<file path="config.mk">
export PLATFORM = sky130hd
export DESIGN_NAME = i2c_ptr_slave
export DESIGN_NICKNAME = d
export VERILOG_FILES = /design/src/rtl/i2c_ptr_pkg.sv /design/src/rtl/i2c_line_sync.sv /design/src/rtl/i2c_addr_match.sv /design/src/rtl/i2c_slave_ctrl.sv /design/src/rtl/i2c_ptr_slave.sv
export SDC_FILE = /design/constraint.sdc
export NUM_CORES = 1
export LEC_CHECK = 0
export BUFFER_PORTS_ARGS = -buffer_cell sky130_fd_sc_hd__buf_2
export CORE_MARGIN = 8
export CORE_UTILIZATION = 55
export CTS_CLUSTER_DIAMETER = 30
export CTS_CLUSTER_SIZE = 25
export DETAILED_ROUTE_END_ITERATION = 6
export PLACE_DENSITY = 0.81
export SLEW_MARGIN = 20
export SYNTH_ARGS = -nofsm -noshare
export SYNTH_HDL_FRONTEND = slang
export SYNTH_SLANG_ARGS = --single-unit
</file>
<file path="constraint.sdc">
create_clock -name clk -period 4.6 [get_ports clk]
set_input_delay 0.23 -clock clk [delete_from_list [all_inputs] [get_ports clk]]
set_output_delay 0.23 -clock clk [all_outputs]
set_load 0.05 [all_outputs]
</file>
<file path="src/rtl/i2c_ptr_pkg.sv">
package i2c_ptr_pkg;

  typedef enum logic [2:0] {
    ST_IDLE,
    ST_ADDR,
    ST_AACK,
    ST_RX,
    ST_WACK,
    ST_TX,
    ST_MACK,
    ST_LOAD
  } slv_state_t;

  // Address made of two fixed ones, configuration bits and the strap pin
  function automatic logic [6:0] own_addr(input logic [3:0] cfg, input logic strap);
    return {2'b11, cfg, strap};
  endfunction

  // First byte: address in [7:1], direction in [0]
  function automatic logic addr_accept(input logic [7:0] first, input logic [6:0] own);
    logic is_read;
    is_read = first[0];
    return (first[7:1] == own) || ((first[7:1] == 7'd0) && !is_read);
  endfunction

  // Bit to drive after n bits of the byte have been clocked out
  function automatic logic tx_bit(input logic [7:0] b, input logic [3:0] n);
    return b[3'(4'd7 - n)];
  endfunction

endpackage

</file>
<file path="src/rtl/i2c_line_sync.sv">
module i2c_line_sync #(
  parameter int STAGES = 2
) (
  input  logic clk,
  input  logic rst_n,
  input  logic scl_i,
  input  logic sda_i,
  output logic scl_s,
  output logic sda_s,
  output logic scl_rise,
  output logic scl_fall,
  output logic start_evt,
  output logic stop_evt
);
  logic [STAGES-1:0] scl_ff;
  logic [STAGES-1:0] sda_ff;
  logic              scl_q;
  logic              sda_q;

  genvar g;
  generate
    for (g = 0; g < STAGES; g++) begin : g_stage
      always_ff @(posedge clk or negedge rst_n) begin
        if (!rst_n) begin
          scl_ff[g] <= 1'b1;
          sda_ff[g] <= 1'b1;
        end else if (g == 0) begin
          scl_ff[g] <= scl_i;
          sda_ff[g] <= sda_i;
        end else begin
          scl_ff[g] <= scl_ff[(g == 0) ? 0 : g-1];
          sda_ff[g] <= sda_ff[(g == 0) ? 0 : g-1];
        end
      end
    end
  endgenerate

  assign scl_s = scl_ff[STAGES-1];
  assign sda_s = sda_ff[STAGES-1];

  always_ff @(posedge clk or negedge rst_n) begin
    if (!rst_n) begin
      scl_q <= 1'b1;
      sda_q <= 1'b1;
    end else begin
      scl_q <= scl_s;
      sda_q <= sda_s;
    end
  end

  assign scl_rise  = scl_s & ~scl_q;
  assign scl_fall  = ~scl_s & scl_q;
  assign start_evt = scl_s & scl_q & sda_q & ~sda_s;
  assign stop_evt  = scl_s & scl_q & ~sda_q & sda_s;

endmodule

</file>
<file path="src/rtl/i2c_addr_match.sv">
module i2c_addr_match
  import i2c_ptr_pkg::*;
(
  input  logic [3:0] cfg_addr,
  input  logic       strap,
  input  logic [7:0] first_byte,
  output logic       hit
);
  logic [6:0] own;

  assign own = own_addr(cfg_addr, strap);
  assign hit = addr_accept(first_byte, own);

  always_comb begin

    if (hit && (first_byte[7:1] != own)) begin
      gc_write_only_chk: assert (first_byte[7:0] == 8'h00)
        else $error("general call accepted with read bit");
    end
  end

endmodule

</file>
<file path="src/rtl/i2c_slave_ctrl.sv">
module i2c_slave_ctrl
  import i2c_ptr_pkg::*;
#(
  parameter int DATA_W    = 8,
  parameter int MAX_BYTES = 8
) (
  input  logic              clk,
  input  logic              rst_n,
  input  logic              sda_s,
  input  logic              scl_rise,
  input  logic              scl_fall,
  input  logic              start_evt,
  input  logic              stop_evt,
  input  logic              addr_hit,
  output logic [7:0]        first_byte,
  output logic              sda_oe,
  output logic              wr_stb,
  output logic [$clog2(MAX_BYTES)-1:0] wr_idx,
  output logic [DATA_W-1:0] wr_data,
  output logic [DATA_W-1:0] rd_ptr,
  input  logic [DATA_W-1:0] rd_data,
  output logic              rd_stb
);
  localparam int IDX_W = $clog2(MAX_BYTES);
  localparam int CNT_W = $clog2(MAX_BYTES + 1);
  localparam logic [CNT_W-1:0] CNT_MAX = CNT_W'(MAX_BYTES);

  slv_state_t        state;
  logic [3:0]        bitcnt;
  logic [7:0]        shreg;
  logic [CNT_W-1:0]  bytecnt;
  logic              is_rd;

  // named internal events
  logic byte_in_done;
  logic byte_out_done;
  logic master_nack;

  assign first_byte    = shreg;
  assign byte_in_done  = scl_fall && (bitcnt == 4'd8);
  assign byte_out_done = (state == ST_TX) && scl_fall && (bitcnt == 4'd8);
  assign master_nack   = (state == ST_MACK) && scl_rise && sda_s;

  always_ff @(posedge clk or negedge rst_n) begin
    if (!rst_n) begin
      state   <= ST_IDLE;
      bitcnt  <= '0;
      shreg   <= '0;
      bytecnt <= '0;
      is_rd   <= 1'b0;
      sda_oe  <= 1'b0;
      wr_stb  <= 1'b0;
      wr_idx  <= '0;
      wr_data <= '0;
      rd_ptr  <= '0;
      rd_stb  <= 1'b0;
    end else begin
      wr_stb <= 1'b0;
      rd_stb <= 1'b0;
      if (start_evt) begin
        state  <= ST_ADDR;
        bitcnt <= '0;
        sda_oe <= 1'b0;
      end else if (stop_evt) begin
        state  <= ST_IDLE;
        sda_oe <= 1'b0;
      end else begin
        unique case (state)
          ST_IDLE: ;
          ST_ADDR: begin
            if (scl_rise) begin
              shreg  <= {shreg[6:0], sda_s};
              bitcnt <= bitcnt + 4'd1;
            end else if (byte_in_done) begin
              if (addr_hit) begin
                sda_oe <= 1'b1;
                is_rd  <= shreg[0];
                state  <= ST_AACK;
              end else begin
                state <= ST_IDLE;
              end
            end
          end
          ST_AACK: begin
            if (scl_fall) begin
              bitcnt  <= '0;
              bytecnt <= '0;
              if (is_rd) begin
                shreg  <= rd_data;
                rd_stb <= 1'b1;
                sda_oe <= ~rd_data[DATA_W-1];
                state  <= ST_TX;
              end else begin
                sda_oe <= 1'b0;
                state  <= ST_RX;
              end
            end
          end
          ST_RX: begin
            if (scl_rise) begin
              shreg  <= {shreg[6:0], sda_s};
              bitcnt <= bitcnt + 4'd1;
            end else if (byte_in_done) begin
              if (bytecnt < CNT_MAX) begin
                wr_stb  <= 1'b1;
                wr_idx  <= IDX_W'(bytecnt);
                wr_data <= shreg;
                if (bytecnt == '0) rd_ptr <= shreg;
                bytecnt <= bytecnt + 1'b1;
                sda_oe  <= 1'b1;
                state   <= ST_WACK;
              end else begin
                state <= ST_IDLE;
              end
            end
          end
          ST_WACK: begin
            if (scl_fall) begin
              sda_oe <= 1'b0;
              bitcnt <= '0;
              state  <= ST_RX;
            end
          end
          ST_TX: begin
            if (scl_rise) begin
              bitcnt <= bitcnt + 4'd1;
            end else if (byte_out_done) begin
              sda_oe <= 1'b0;
              rd_ptr <= rd_ptr + 1'b1;
              state  <= ST_MACK;
            end else if (scl_fall) begin
              sda_oe <= ~tx_bit(shreg, bitcnt);
            end
          end
          ST_MACK: begin
            if (scl_rise) state <= master_nack ? ST_IDLE : ST_LOAD;
          end
          ST_LOAD: begin
            if (scl_fall) begin
              shreg  <= rd_data;
              rd_stb <= 1'b1;
              sda_oe <= ~rd_data[DATA_W-1];
              bitcnt <= '0;
              state  <= ST_TX;
            end
          end
          default: state <= ST_IDLE;
        endcase
      end
    end
  end


  oe_edge_chk: assert property (@(posedge clk) disable iff (!rst_n)
    !$stable(sda_oe) |-> $past(scl_fall || start_evt || stop_evt));


  wr_pulse_chk: assert property (@(posedge clk) disable iff (!rst_n)
    wr_stb |=> !wr_stb);


  wr_ack_chk: assert property (@(posedge clk) disable iff (!rst_n)
    wr_stb |-> (state == ST_WACK) && sda_oe);


  ptr_step_chk: assert property (@(posedge clk) disable iff (!rst_n)
    (byte_out_done && !start_evt && !stop_evt) |=> rd_ptr == $past(rd_ptr) + 1'b1);


  nack_release_chk: assert property (@(posedge clk) disable iff (!rst_n)
    (master_nack && !start_evt && !stop_evt) |=> (state == ST_IDLE) && !sda_oe);


  start_chk: assert property (@(posedge clk) disable iff (!rst_n)
    start_evt |=> (state == ST_ADDR) && (bitcnt == 4'd0) && !sda_oe);


  stop_chk: assert property (@(posedge clk) disable iff (!rst_n)
    (stop_evt && !start_evt) |=> (state == ST_IDLE) && !sda_oe);


  idle_quiet_chk: assert property (@(posedge clk) disable iff (!rst_n)
    (state == ST_IDLE) |-> !sda_oe);

endmodule

</file>
<file path="src/rtl/i2c_ptr_slave.sv">
module i2c_ptr_slave #(
  parameter int SYNC_STAGES = 2,
  parameter int DATA_W      = 8,
  parameter int MAX_BYTES   = 8
) (
  input  logic                         clk,
  input  logic                         rst_n,
  input  logic                         scl_i,
  input  logic                         sda_i,
  input  logic [3:0]                   cfg_addr_i,
  input  logic                         strap_i,
  output logic                         sda_oe_o,
  output logic                         wr_stb_o,
  output logic [$clog2(MAX_BYTES)-1:0] wr_idx_o,
  output logic [DATA_W-1:0]            wr_data_o,
  output logic [DATA_W-1:0]            rd_ptr_o,
  input  logic [DATA_W-1:0]            rd_data_i,
  output logic                         rd_stb_o
);
  logic       scl_s;
  logic       sda_s;
  logic       scl_rise;
  logic       scl_fall;
  logic       start_evt;
  logic       stop_evt;
  logic       addr_hit;
  logic [7:0] first_byte;

  i2c_line_sync #(.STAGES(SYNC_STAGES)) sync_i (
    .clk       (clk),
    .rst_n     (rst_n),
    .scl_i     (scl_i),
    .sda_i     (sda_i),
    .scl_s     (scl_s),
    .sda_s     (sda_s),
    .scl_rise  (scl_rise),
    .scl_fall  (scl_fall),
    .start_evt (start_evt),
    .stop_evt  (stop_evt)
  );

  i2c_addr_match match_i (
    .cfg_addr   (cfg_addr_i),
    .strap      (strap_i),
    .first_byte (first_byte),
    .hit        (addr_hit)
  );

  i2c_slave_ctrl #(.DATA_W(DATA_W), .MAX_BYTES(MAX_BYTES)) ctrl_i (
    .clk        (clk),
    .rst_n      (rst_n),
    .sda_s      (sda_s),
    .scl_rise   (scl_rise),
    .scl_fall   (scl_fall),
    .start_evt  (start_evt),
    .stop_evt   (stop_evt),
    .addr_hit   (addr_hit),
    .first_byte (first_byte),
    .sda_oe     (sda_oe_o),
    .wr_stb     (wr_stb_o),
    .wr_idx     (wr_idx_o),
    .wr_data    (wr_data_o),
    .rd_ptr     (rd_ptr_o),
    .rd_data    (rd_data_i),
    .rd_stb     (rd_stb_o)
  );


  scl_high_hold_chk: assert property (@(posedge clk) disable iff (!rst_n)
    (scl_s && !scl_rise && !start_evt && !stop_evt) |=> $stable(sda_oe_o) || $past(scl_fall));

endmodule

</file>
==> results.yml, run 1 <==
detailed_routing:
  drtIter0Drc: 309
  viasPerCell: 5.898
  vias: 2265
  drc: 0
  wirelength_um: 6412
  firstDrtPassIters: 4
  drt.antenna.violating_nets: 0
  wl_per_cell_um: 16.70
clock_tree:
  cts_resized: 0
  worst_skew_pair.late_latency_ns: 0.31
  cts.sinks: 48
  h-tree-depth: 2
  post_cts_buffers: 0
  cts_tree: "done"
  cts_buffers: 5
  clk_pin_slew_ns: 0.09
  cts_root_buffer: "clkbuf_8"
  cts_buffer_depth: 2
critical_path:
  max_stage_delay_ns: 0.75
  crit_path_start_kind: "flop"
  criticalPathCategory: "reg2reg"
  critical_path.cell_chain: "and2b_1, nand2_1, or3_1, mux2_4"
  critPathMaxFanout: 22
  critical_path_buf_inv_count: 0
  cp_top_family: "simple AND/OR/NAND/NOR gates"
  required_ns: 4.79
  cp_num_cells: 4
  r2r_cells: 4
  timing.rr.end: "ctrl_i.wr_data[4]"
  critPathSlowestCell: "dfrtp_1"
  rrSetupSlack_ns: 2.12
  r2r_start: "ctrl_i.state[0]"
  end_kind: "flop"
  crit_arrival_ns: 2.67
placement:
  placed_cells: 373
  place_congestion: 0.8832
  hpwl_um: 4663
  post_dp_cell_area_um2: 2963
  post-place-ws_ns: 2.072
  portBuffers: 38
cells_and_area:
  diodes: 0
  layout-drive-gt1-share: 0.2293
  area_delta_synth_final_pct: 11.90
  fill_cells: 433
  final_cells: 384
  final_area_um2: 3117
  nets: 335
floorplanning:
  rows: 26
  pin_count: 39
  dieArea_um2: 7597
  coreArea_um2: 5010
  start_util: 0.5559
  die_w_um: 87.16
  die_h_um: 87.16
logic_synthesis:
  synth.area.top_cells: "dfrtp_1 (38%), dfstp_2 (5.7%), mux2_4 (3.8%)"
  synthDistinctLibCells: 59
  syn_area_um2: 2785
  synth.most_common_cell: "dfrtp_1"
  syn_inst: 282
  synth_seq_area_share: 0.4340
  synth_edf_count: 0
  synthArstFlopShare: 1.000
  ys_warn_count: 0
  syn_nets: 304
  syn_area_per_cell_um2: 9.876
  synth_area_leader_cell: "dfrtp_1"
  synth_top_area_frac: 0.3774
  synth_common_cells: "dfrtp_1 (42), nand2_1 (24), o21ai_0 (21)"
  synth-seq-cells: 48
  synth_ff_type: "dfrtp_1"
global_route:
  overflow: 0
  grt_pass1_wl_um: 10760
  grt_pass1_vias: 2217
  grt_start_max_net_pins: 49
  antenna_found_initial: 0
  track_usage: 0.1806
status:
  status: "completed"
timing:
  tns_ns: 0
  fmax_ghz: 0.4040
  hold_violations: 0
  skew_ns: 0.01355
  rsz0062_at_grt: "no"
  maxSlewViolCount: 0
  layout_min_cycle_time_ns: 2.475
  setup_violations: 0
  fin_crit_sh: 0.5381
  worst_slack_ns: 2.125
  relSlewSlack: 0.3708
  tightest_slew_ns: 0.9394
min_path:
  hold_depth: 3
  holdPathEnd: "ctrl_i.first_byte[3]"
  min_from: "rd_data_i[3]"
  min_path_type: "in2reg"
flow_run:
  drv_cap: 0
pwr:
  p_leak_nw: 1.479
  vdd.ir_drop.worst_uv: 170.2
  p_per_area_nw_per_um2: 262.3
-- worst register-to-register path: cells and delay by family (launching register included) --
family / cells / cell delay, ns
DFF: 1 / 0.75
muxes: 1 / 0.39
and+or+nand+nor: 3 / 1.22
-- stage by stage --
step	total power [mW]	util	hold slack [ns]
finish	0.8176	0.6221	0.2068
global route	0.8512	0.6221	0.2240
CTS	0.8215	0.6144	0.01255
detailed placement	0.5120	0.5914	0.3371
global placement	0.5099	0.5914	0.3356
floorplan	0.4852	-	-0.06559
-- routing by layer --
metal / vias up / part of all wire / track usage
met1: 1089 / 0.43 / 0.2352
met3: 7 / 0.060 / 0.03774
li1: 1099 / - / -
met2: 70 / 0.49 / 0.2852
met4: 0 / 0.017 / 0.07031
met5: - / 0 / 0
-- where the power goes --
group	switching [mW]	internal [mW]	total, mW
Combinational	0.0326	0.0249	0.0574
Clock	0.148	0.164	0.312
Sequential	0.0156	0.433	0.448
Total	0.196	0.621	0.818
-- registers in the layout, indices dropped and copies added (netlist names), 3 cells and up --
| register | count |
|---|---|
| ctrl_i.bitcnt | 4 |
| ctrl_i.bytecnt | 4 |
| ctrl_i.first_byte | 8 |
| ctrl_i.rd_ptr | 8 |
| ctrl_i.state | 3 |
| ctrl_i.wr_data | 8 |
| ctrl_i.wr_idx | 3 |
-- layout by cell type, fill, tap and decap left out, drive strengths merged, types with 5 or more instances in the layout --
cell type,n
dfrtp,42
buf,38
nand2,25
o21ai,21
nor2,16
a21oi,15
mux2,11
nand3,10
mux2i,10
inv,10
nor3,7
nor2b,6
a31oi,6
xor2,6
dfstp,6
nor4,5
ha,5
clkbuf,5
-- timing repair --
action                     in CTS  in global routing
hold buffers                    0                  3
setup endpoints to repair       0                  0
hold endpoints to repair        0                 44
-- cells by family after synthesis --
| family | Yosys count | synth area share |
|---|---|---|
| AND/OR/NAND/NOR | 96 | 0.1855 |
| adder cells (fa/ha/maj) | 5 | 0.02246 |
| XOR/XNOR | 9 | 0.02830 |
| AO/OA/AOI/OAI | 75 | 0.1757 |
| multiplexers | 23 | 0.1060 |
| flip-flops | 48 | 0.4340 |
| buffers and inverters | 26 | 0.04807 |
-- worst max path at each step --
stage,from,end,slack [ns]
floorplan,ctrl_i.bitcnt[0],ctrl_i.state[0],2.64
global placement,ctrl_i.state[0],ctrl_i.wr_data[4],2.23
detailed placement,ctrl_i.state[1],ctrl_i.first_byte[4],2.07
CTS,ctrl_i.state[1],ctrl_i.first_byte[4],2.05
global route,ctrl_i.state[0],ctrl_i.wr_data[4],1.98
finish,ctrl_i.state[0],ctrl_i.wr_data[4],2.12
-- final cells by class --
| class | count | area, um2 | share of cell area |
|---|---|---|---|
| clock buffers | 5 | 68.82 | 0.02208 |
| clock inverters | 3 | 46.29 | 0.01485 |
| inverters | 9 | 33.78 | 0.01084 |
| multi-input cells | 208 | 1449 | 0.4649 |
| flip-flops and latches | 48 | 1209 | 0.3878 |
| well taps | 70 | 87.58 | 0.02810 |
| repair buffers | 41 | 222.7 | 0.07146 |
No activity file was read; power rests on OpenSTA's default activity.
==> run 2: changes to the inputs <==
Clock period 4.6 ns to 2.5 ns, I/O delays scaled along.
==> run 2 against run 1 <==
Against the previous run: clock-buffer cell count stayed put; highest routed layer unchanged; routed wire length is 3.6% higher; fmax is 8.6% higher; critical endpoint is now ctrl_i.rd_ptr[0]; clock power is 79% higher; largest power group unchanged; non-clock buffer count is 9 higher; combinational power is 88% higher; hold slack worse by 0.099 ns; critical path depth is 1 higher; worst setup slack worse by 1.9 ns; register-to-register slack worse by 1.9 ns; first-iteration DRC count is 54% lower; sequential power is 84% higher.
==> results.yml, run 2 (synthesis gave the netlist of run 1 again) <==
status:
  status: "completed"
placement:
  portBuffers: 38
  placed_cells: 382
  hpwl_um: 4778
  post-place-ws_ns: 0.2407
  post_dp_cell_area_um2: 3030
  place_congestion: 0.9037
global_route:
  overflow: 0
  grt_start_max_net_pins: 47
  grt_pass1_wl_um: 10920
  track_usage: 0.1816
  antenna_found_initial: 0
  grt_pass1_vias: 2240
timing:
  tightest_slew_ns: 0.8654
  whs_ns: 0.1079
  relSlewSlack: 0.4204
  fmax_ghz: 0.4389
  tns_ns: 0
  maxSlewViolCount: 0
  skew_ns: 0.01181
  fin_crit_sh: 0.9114
  rsz0062_at_grt: "no"
  setup_violations: 0
  hold_violations: 0
  layout_min_cycle_time_ns: 2.278
  worst_slack_ns: 0.2216
min_path:
  min_path_type: "in2reg"
detailed_routing:
  drc: 0
  vias: 2333
  wirelength_um: 6646
  firstDrtPassIters: 4
  viasPerCell: 5.936
  wl_per_cell_um: 16.91
  drtIter0Drc: 142
  drt.antenna.violating_nets: 0
flow_run:
  drv_cap: 0
cells_and_area:
  diodes: 0
  layout-drive-gt1-share: 0.2477
  final_core_util: 0.6336
  final_cells: 393
  layout_common_cells: "dfrtp_1 (42), buf_2 (37), nand2_1 (24)"
  nets: 344
  final_area_um2: 3174
  fill_cells: 437
  mostFrequentLayoutCell: "dfrtp_1"
  area_delta_synth_final_pct: 13.97
clock_tree:
  cts_resized: 0
  cts_buffers: 5
  cts_buffer_depth: 2
  cts_hold_buffers: 2
  worst_skew_pair.late_latency_ns: 0.31
  clk_pin_slew_ns: 0.09
  cts_root_buffer: "clkbuf_8"
  post_cts_buffers: 0
  cts_tree: "done"
  h-tree-depth: 2
  cts.sinks: 48
pwr:
  vdd.ir_drop.worst_uv: 306.9
  power_mw: 1.491
  p_per_area_nw_per_um2: 469.6
  p_leak_nw: 1.523
critical_path:
  required_ns: 2.70
  critical_path.cell_chain: "xnor2_1, or2_1, a31oi_1, nor4_1, a211o_1"
  cp_top_family: "compound AO/OA/AOI/OAI gates"
  crit_arrival_ns: 2.48
  critPathMaxFanout: 11
  critPathSlowestCell: "a31oi_1"
  max_stage_delay_ns: 0.73
  criticalPathCategory: "reg2reg"
  crit_path_start_kind: "flop"
  critical_path_buf_inv_count: 0
  end_kind: "flop"
floorplanning:
  dieArea_um2: 7597
  rows: 26
  coreArea_um2: 5010
  die_w_um: 87.16
  start_util: 0.5559
  die_h_um: 87.16
  pin_count: 39
## run 2: layout make-up
type	count	area (um2)	area share
tap	70	87.58	0.02759
clock buffer	5	68.82	0.02168
sequential	48	1209	0.3808
multi-input combinational	208	1443	0.4545
timing repair buffer	50	290.3	0.09145
clock inverter	3	42.54	0.01340
inverter	9	33.78	0.01064
## run 2: final timing paths
kind	start	endpoint	slack (ns)	cells past startpoint
max in group asynchronous	rst_n	sync_i.scl_ff[0]	1.56	3
setup reg to reg	sync_i.sda_s	ctrl_i.rd_ptr[0]	0.22	5
hold / removal	rd_data_i[4]	ctrl_i.first_byte[4]	0.11	3
setup / recovery	sync_i.sda_s	ctrl_i.rd_ptr[0]	0.22	5
min in group asynchronous	rst_n	ctrl_i.rd_ptr[6]	0.36	2
hold reg to reg	sync_i.sda_ff[0]	sync_i.sda_s	0.36	0
## run 2: worst reg2reg max path, delay by kind of cell (launching register included)
kind / cells / cell delay, ns
simple gates: 2 / 0.42
compound gates: 2 / 1.03
flops: 1 / 0.62
xor+xnor: 1 / 0.12
## run 2: metal layers
layer  wire [um]  GRT usage  up-vias
li1            -          -     1113
met1        2971     0.2291     1139
met2        3233     0.2963       70
met3         329    0.04151       11
met4         111    0.06406        0
met5           0          0        -
## run 2: report_power, final
part           total (mW)  internal (mW)  switching [mW]
clock               0.558          0.296           0.262
combinational       0.108         0.0469          0.0610
sequential          0.825          0.796          0.0288
total                1.49           1.14           0.352
